<file path="src/rtl/reset_gather_pkg.sv">
package reset_gather_pkg;

    localparam int NUM_SRC = 6;

    typedef enum logic [2:0] {
        SRC_POR = 3'd0,
        SRC_PIN = 3'd1,
        SRC_CLK = 3'd2,
        SRC_CMP = 3'd3,
        SRC_CNV = 3'd4,
        SRC_WDT = 3'd5
    } src_e;

    typedef logic [NUM_SRC-1:0] src_vec_t;

    typedef struct packed {
        logic cnv;
        logic cmp;
    } src_en_t;

    localparam int FLAG_PIN_BIT = 0;
    localparam int FLAG_POR_BIT = 1;
    localparam int FLAG_CLK_BIT = 2;
    localparam int FLAG_WDT_BIT = 3;
    localparam int FLAG_CMP_BIT = 5;
    localparam int FLAG_CNV_BIT = 6;

    // Lowest index wins: index order is the priority order.
    function automatic src_vec_t pick_first(src_vec_t v);
        src_vec_t r;
        logic     found;
        r     = '0;
        found = 1'b0;
        for (int i = 0; i < NUM_SRC; i++) begin
            if (v[i] && !found) begin
                r[i]  = 1'b1;
                found = 1'b1;
            end
        end
        return r;
    endfunction

    function automatic logic [7:0] to_status(src_vec_t v);
        logic [7:0] b;
        b               = '0;
        b[FLAG_POR_BIT] = v[SRC_POR];
        b[FLAG_PIN_BIT] = v[SRC_PIN];
        b[FLAG_CLK_BIT] = v[SRC_CLK];
        b[FLAG_CMP_BIT] = v[SRC_CMP];
        b[FLAG_CNV_BIT] = v[SRC_CNV];
        b[FLAG_WDT_BIT] = v[SRC_WDT];
        return b;
    endfunction

endpackage

</file>
<file path="src/rtl/rg_req_gate.sv">
module rg_req_gate
    import reset_gather_pkg::*;
(
    input  logic     por_n_i,
    input  logic     ext_rst_n_i,
    input  logic     clk_lost_i,
    input  logic     cmp_out_i,
    input  logic     cnv_n_i,
    input  logic     wdt_ovf_i,
    input  src_en_t  en_i,
    output src_vec_t req_o
);

    always_comb begin
        req_o          = '0;
        req_o[SRC_POR] = !por_n_i;
        // Power-on also drives the pin path so its stretch applies and
        // the stretch counter leaves power-up in a known state.
        req_o[SRC_PIN] = !ext_rst_n_i || !por_n_i;
        req_o[SRC_CLK] = clk_lost_i;
        req_o[SRC_CMP] = en_i.cmp && !cmp_out_i;
        req_o[SRC_CNV] = en_i.cnv && !cnv_n_i;
        req_o[SRC_WDT] = wdt_ovf_i;
    end

endmodule

</file>
<file path="src/rtl/rg_release.sv">
module rg_release #(
    parameter int SYNC_STAGES = 2,
    parameter int EXTRA       = 0
) (
    input  logic clk,
    input  logic req_i,
    output logic hold_o
);

    localparam int CW = (EXTRA > 0) ? $clog2(EXTRA + 1) : 1;

    logic [SYNC_STAGES-1:0] sh_q;
    logic                   ext_busy;

    // Set at once by the request, released through the shift chain.
    always_ff @(posedge clk or posedge req_i) begin
        if (req_i) begin
            sh_q <= '1;
        end else begin
            sh_q <= {sh_q[SYNC_STAGES-2:0], 1'b0};
        end
    end

    generate
        if (EXTRA > 0) begin : g_stretch
            logic [CW-1:0] cnt_q;
            always_ff @(posedge clk or posedge req_i) begin
                if (req_i) begin
                    cnt_q <= CW'(EXTRA);
                end else if (!sh_q[SYNC_STAGES-1] && (cnt_q != '0)) begin
                    cnt_q <= cnt_q - 1'b1;
                end
            end
            assign ext_busy = (cnt_q != '0);
        end else begin : g_plain
            assign ext_busy = 1'b0;
        end
    endgenerate

    assign hold_o = sh_q[SYNC_STAGES-1] || ext_busy;

endmodule

</file>
<file path="src/rtl/rg_status.sv">
module rg_status
    import reset_gather_pkg::*;
(
    input  logic       clk,
    input  logic       por_n_i,
    input  src_vec_t   hold_i,
    input  logic       wr_i,
    input  logic [7:0] wdata_i,
    output src_en_t    en_o,
    output logic [7:0] rdata_o
);

    src_vec_t seen_q;
    src_vec_t cause_q;
    src_en_t  en_q;
    logic     unused_wdata;

    assign unused_wdata = ^{wdata_i[7], wdata_i[4:0]};

    always_ff @(posedge clk or negedge por_n_i) begin
        if (!por_n_i) begin
            seen_q  <= '0;
            cause_q <= '0;
        end else if (|hold_i) begin
            seen_q  <= seen_q | hold_i;
        end else if (|seen_q) begin
            cause_q <= pick_first(seen_q);
            seen_q  <= '0;
        end
    end

    always_ff @(posedge clk or negedge por_n_i) begin
        if (!por_n_i) begin
            en_q <= '0;
        end else if (wr_i) begin
            en_q.cmp <= wdata_i[FLAG_CMP_BIT];
            en_q.cnv <= wdata_i[FLAG_CNV_BIT];
        end
    end

    assign en_o    = en_q;
    assign rdata_o = to_status(cause_q);

endmodule

</file>
<file path="src/rtl/reset_gather.sv">
module reset_gather
    import reset_gather_pkg::*;
#(
    parameter int PIN_STRETCH = 12,
    parameter int SYNC_STAGES = 2
) (
    input  logic       clk,
    input  logic       por_n_i,
    input  logic       ext_rst_n_i,
    input  logic       clk_lost_i,
    input  logic       cmp_out_i,
    input  logic       cnv_n_i,
    input  logic       wdt_ovf_i,
    input  logic       reg_wr_i,
    input  logic [7:0] reg_wdata_i,
    output logic [7:0] reg_rdata_o,
    output logic       core_rst_o
);

    src_vec_t req_vec;
    src_vec_t hold_vec;
    src_en_t  en;
    logic     cmp_en;
    logic     cnv_en;

    rg_req_gate u_gate (
        .por_n_i     (por_n_i),
        .ext_rst_n_i (ext_rst_n_i),
        .clk_lost_i  (clk_lost_i),
        .cmp_out_i   (cmp_out_i),
        .cnv_n_i     (cnv_n_i),
        .wdt_ovf_i   (wdt_ovf_i),
        .en_i        (en),
        .req_o       (req_vec)
    );

    generate
        for (genvar i = 0; i < NUM_SRC; i++) begin : g_src
            localparam int EXTRA = (i == int'(SRC_PIN)) ? PIN_STRETCH : 0;
            rg_release #(
                .SYNC_STAGES (SYNC_STAGES),
                .EXTRA       (EXTRA)
            ) u_rel (
                .clk    (clk),
                .req_i  (req_vec[i]),
                .hold_o (hold_vec[i])
            );
        end
    endgenerate

    assign core_rst_o = |hold_vec;

    rg_status u_stat (
        .clk     (clk),
        .por_n_i (por_n_i),
        .hold_i  (hold_vec),
        .wr_i    (reg_wr_i),
        .wdata_i (reg_wdata_i),
        .en_o    (en),
        .rdata_o (reg_rdata_o)
    );

    assign cmp_en = en.cmp;
    assign cnv_en = en.cnv;

endmodule

</file>
<file path="config.mk">
export PLATFORM = sky130hd
export DESIGN_NAME = reset_gather
export DESIGN_NICKNAME = d
export VERILOG_FILES = /design/src/rtl/reset_gather_pkg.sv /design/src/rtl/rg_req_gate.sv /design/src/rtl/rg_release.sv /design/src/rtl/rg_status.sv /design/src/rtl/reset_gather.sv
export SDC_FILE = /design/constraint.sdc
export NUM_CORES = 1
export LEC_CHECK = 0
export ABC_CLOCK_PERIOD_IN_PS = 2000
export BUFFER_PORTS_ARGS = -buffer_cell sky130_fd_sc_hd__buf_2
export CORE_MARGIN = 2
export CORE_UTILIZATION = 45
export CTS_BUF_LIST = sky130_fd_sc_hd__clkbuf_4
export CTS_CLUSTER_SIZE = 12
export DETAILED_ROUTE_END_ITERATION = 8
export GPL_TIMING_DRIVEN = 0
export PLACE_DENSITY = 0.68
export SETUP_SLACK_MARGIN = 0.02
export SLEW_MARGIN = 20
export SYNTH_ARGS = -nofsm -noshare
export SYNTH_HDL_FRONTEND = slang
export SYNTH_SLANG_ARGS = --single-unit
export TNS_END_PERCENT = 50
</file>
<file path="constraint.sdc">
create_clock -name clk -period 2 [get_ports clk]
set_input_delay 0.4 -clock clk [delete_from_list [all_inputs] [get_ports clk]]
set_output_delay 0.4 -clock clk [all_outputs]
set_load 0.02 [all_outputs]
</file>
==> results.md <==
- Crit Reg-Reg Startpoint: g_src[1].u_rel.g_stretch.cnt_q[0]$_DFFE_PP0P_
- Nets: 139
- # diodes: 0
- Clk buf depth: 2
- DPL Wire Length: 1300 um
- Sink Count: 30
- Leakage: between 0.6 and 0.7 nW
- Violated checks: negative setup slack
- Outcome: complete, but fails checks
- Clk root buf: clkbuf_4
- DRT iter0 DRCs: 6
- Vias per cell: approximately 4.7
- Worst slack at placement: -0.0469 ns
- CP startpoint kind: register
- Std cell rows: 18
- Critical Path Source: g_src[1].u_rel.g_stretch.cnt_q[0]$_DFFE_PP0P_
- Relative slew slack: roughly two thirds
- Port bufs: 16
- Layout area overhead: 25.4%
- Gr ovfl total: 0
- Total CTS buffers: 5
- Final period utilization: 104%
- Yosys cell types: 28
- Design area: 0.00144 sq mm
- Crit. End Element: output pin
- Power Total: ~1.1 mW
- Largest net degree at the start of global routing: 18
- Seq cells post-synth: 30
- Most common cell in the netlist: dfrtp_1
- Initial antenna violation count: 0
- Remaining DRCs: 0
- Post-Syn Area per Cell: around 14 sq um
- Routed Antenna Nets: 0
- Largest cells by area after synthesis: dfrtp_1 (35%), dfstp_2 (32%), a32o_1 (3.5%)
- RSZ-0062 raised after global routing: yes
- Final worst slack: -0.0877 ns
- Critical path peak fanout: 2
- Final worst path period need: approximately 2.1 ns
- Worst-path clk slew: 0.09 ns
- Die width: ~54 um
- Final core occ: approximately three fifths
- Yosys warnings: 0
- Routed wire length: 1800 um
- Global-route wire length before repair: between 3000 and 4000 um
- Layout cells sized above 1: around 46%
- Post-Syn Area: between 0.001 and 0.0015 sq mm
- Pre-Repair DR Iteration Count: 4
- Slew Limit Fails: 0
- Initial Util: roughly 47%
- # setup viols final: 1
- VDD IR max: between 0.5 and 0.6 mV
- H-tree depth: 2
- Post-synthesis sequential area ratio: between 60 and 70%
- IO Count: 25
- Die area: a little under 0.003 sq mm
- Vias in the first global route: roughly 730
- Top FF cell, synth: dfrtp_1
- Max Cap Viol: 0
- Die H: 54.4 um
- Kind of critical path: register to output pin
- DR vias: 724
- Core Area: between 0.002 and 0.0025 sq mm
- Total Routing Usage GR: between 15 and 20%
- Clock Skews: roughly 0.0070 ns
- Clk_lat worst skew: 0.32 ns
- CTS tree: done
- Final hold vios: 0
- Worst Path Arrival: 1.69 ns
- Max frequency: around 480 MHz
- EDFF count, synth: 0
- Top cell type's share of synthesized area: between 30% and 40%
- Synth area leader: dfrtp_1
- Async S/R FF share, synth: 100%
- Tightest Pin Transition: 0.516 ns
- GPL Wtd Cong: 0.769
- Avg WL per Cell: around 12 um
- Post-synth top cells: dfrtp_1 (16), dfstp_2 (14), nor2_1 (8)
- Post-Place Cell Area: ~0.0013 sq mm
- Pwr dens: approximately 750 mW/mm^2
- Synth Instances: 84
- Type of the most critical hold path: input pin to asynchronous set/reset pin
- Critical path required time: around 1.6 ns
- Final hold slack: ~0.038 ns
## where the power goes
part	internal [mW]	leakage (nW)	switching, mW
Clock	0.145	0.0331	0.188
Combinational	0.0376	0.292	0.0467
Sequential	0.646	0.332	0.0183
Total	0.829	0.657	0.253
## worst paths after layout
check	to	slack [ns]	depth (start not counted)
max reg2reg	u_stat.cause_q[5]$_DFFE_PN0P_	0.27	9
max in group asynchronous	g_src[1].u_rel.sh_q[0]$_DFF_PP1_	0.81	3
min in group clk	u_stat.en_o[0]$_DFFE_PN0P_	0.31	2
max	core_rst_o	-0.09	7
min	g_src[1].u_rel.g_stretch.cnt_q[1]$_DFFE_PP0P_	0.04	2
min reg2reg	g_src[3].u_rel.sh_q[0]$_DFF_PP1_	0.33	1
## state kept, by name (all words and copies together) (netlist names)
| name | cells |
|---|---|
| u_stat.seen_q | 6 |
| g_src.u_rel.sh_q | 12 |
| u_stat.en_o | 2 |
| u_stat.cause_q | 6 |
| g_src.u_rel.g_stretch.cnt_q | 4 |
## routing by layer
metal | routed length (um) | vias up | global-route usage (%)
met5 | 0 | - | 0
met4 | 27 | 0 | 10.0
met3 | 101 | 5 | 5.74
met2 | 891 | 20 | 24.9
met1 | 776 | 339 | 18.6
li1 | - | 360 | -
## kinds of logic after synthesis
| group | synth area share (%) |
|---|---|
| flip-flops | 67.1 |
| AND/OR/NAND/NOR | 13.0 |
| AO/OA/AOI/OAI | 11.5 |
| buffers and inverters | 4.26 |
| multiplexers | 1.97 |
| adder cells (fa/ha/maj) | 1.09 |
| other | 0.328 |
| XOR/XNOR | 0.765 |
## worst max-delay path: stages, from the launching register on
cell and delay [ns]:
dfrtp_1 0.39, inv_2 0.08, ha_4 0.13, nor4b_4 0.20, nor4b_4 0.27, buf_6 0.15, inv_4 0.03, buf_6 0.11
## cell usage in the layout, fill, tap and decap left out, types with 2 or more instances in the layout
cell type	instances
mux2_2	2
a21o_1	2
nand2_1	2
buf_6	2
o21ai_0	2
buf_4	9
nor2_1	8
nor3_1	2
o21a_1	3
inv_2	2
buf_2	15
nor4b_4	2
dfstp_2	14
inv_1	3
clkbuf_4	6
dfrtp_1	16
conb_1	8
a32o_1	4
a21oi_1	3
nand2b_1	5
## timing repair
action / in CTS / in global routing
gates resized for setup: 8 / 0
pin swaps: 1 / 1
setup buffers: 5 / 2
hold buffers: 1 / 0
endpoints found under the setup margin: 1 / 1
hold endpoints to repair: 14 / 0
## metrics by stage
| step | std cells | TNS [ns] |
|---|---|---|
| after floorplan | 91 | 0 |
| final | 153 | -0.0877 |
| after global routing | 153 | -0.194 |
| after CTS | 151 | -0.133 |
| after detailed placement | 137 | -0.0469 |
| after global placement | 137 | 0 |
## layout make-up
class                           count  area, sq um
Buffer                              3         26.3
Sequential cell                    30          768
Inverter                            6         25.0
Timing Repair Buffer               24          149
Clock inverter                      2         8.76
Fill cell                         210         1020
Multi-Input combinational cell     52          375
Tap cell                           30         37.5
Clock buffer                        6         45.0
No activity file was read; power rests on OpenSTA's default activity.
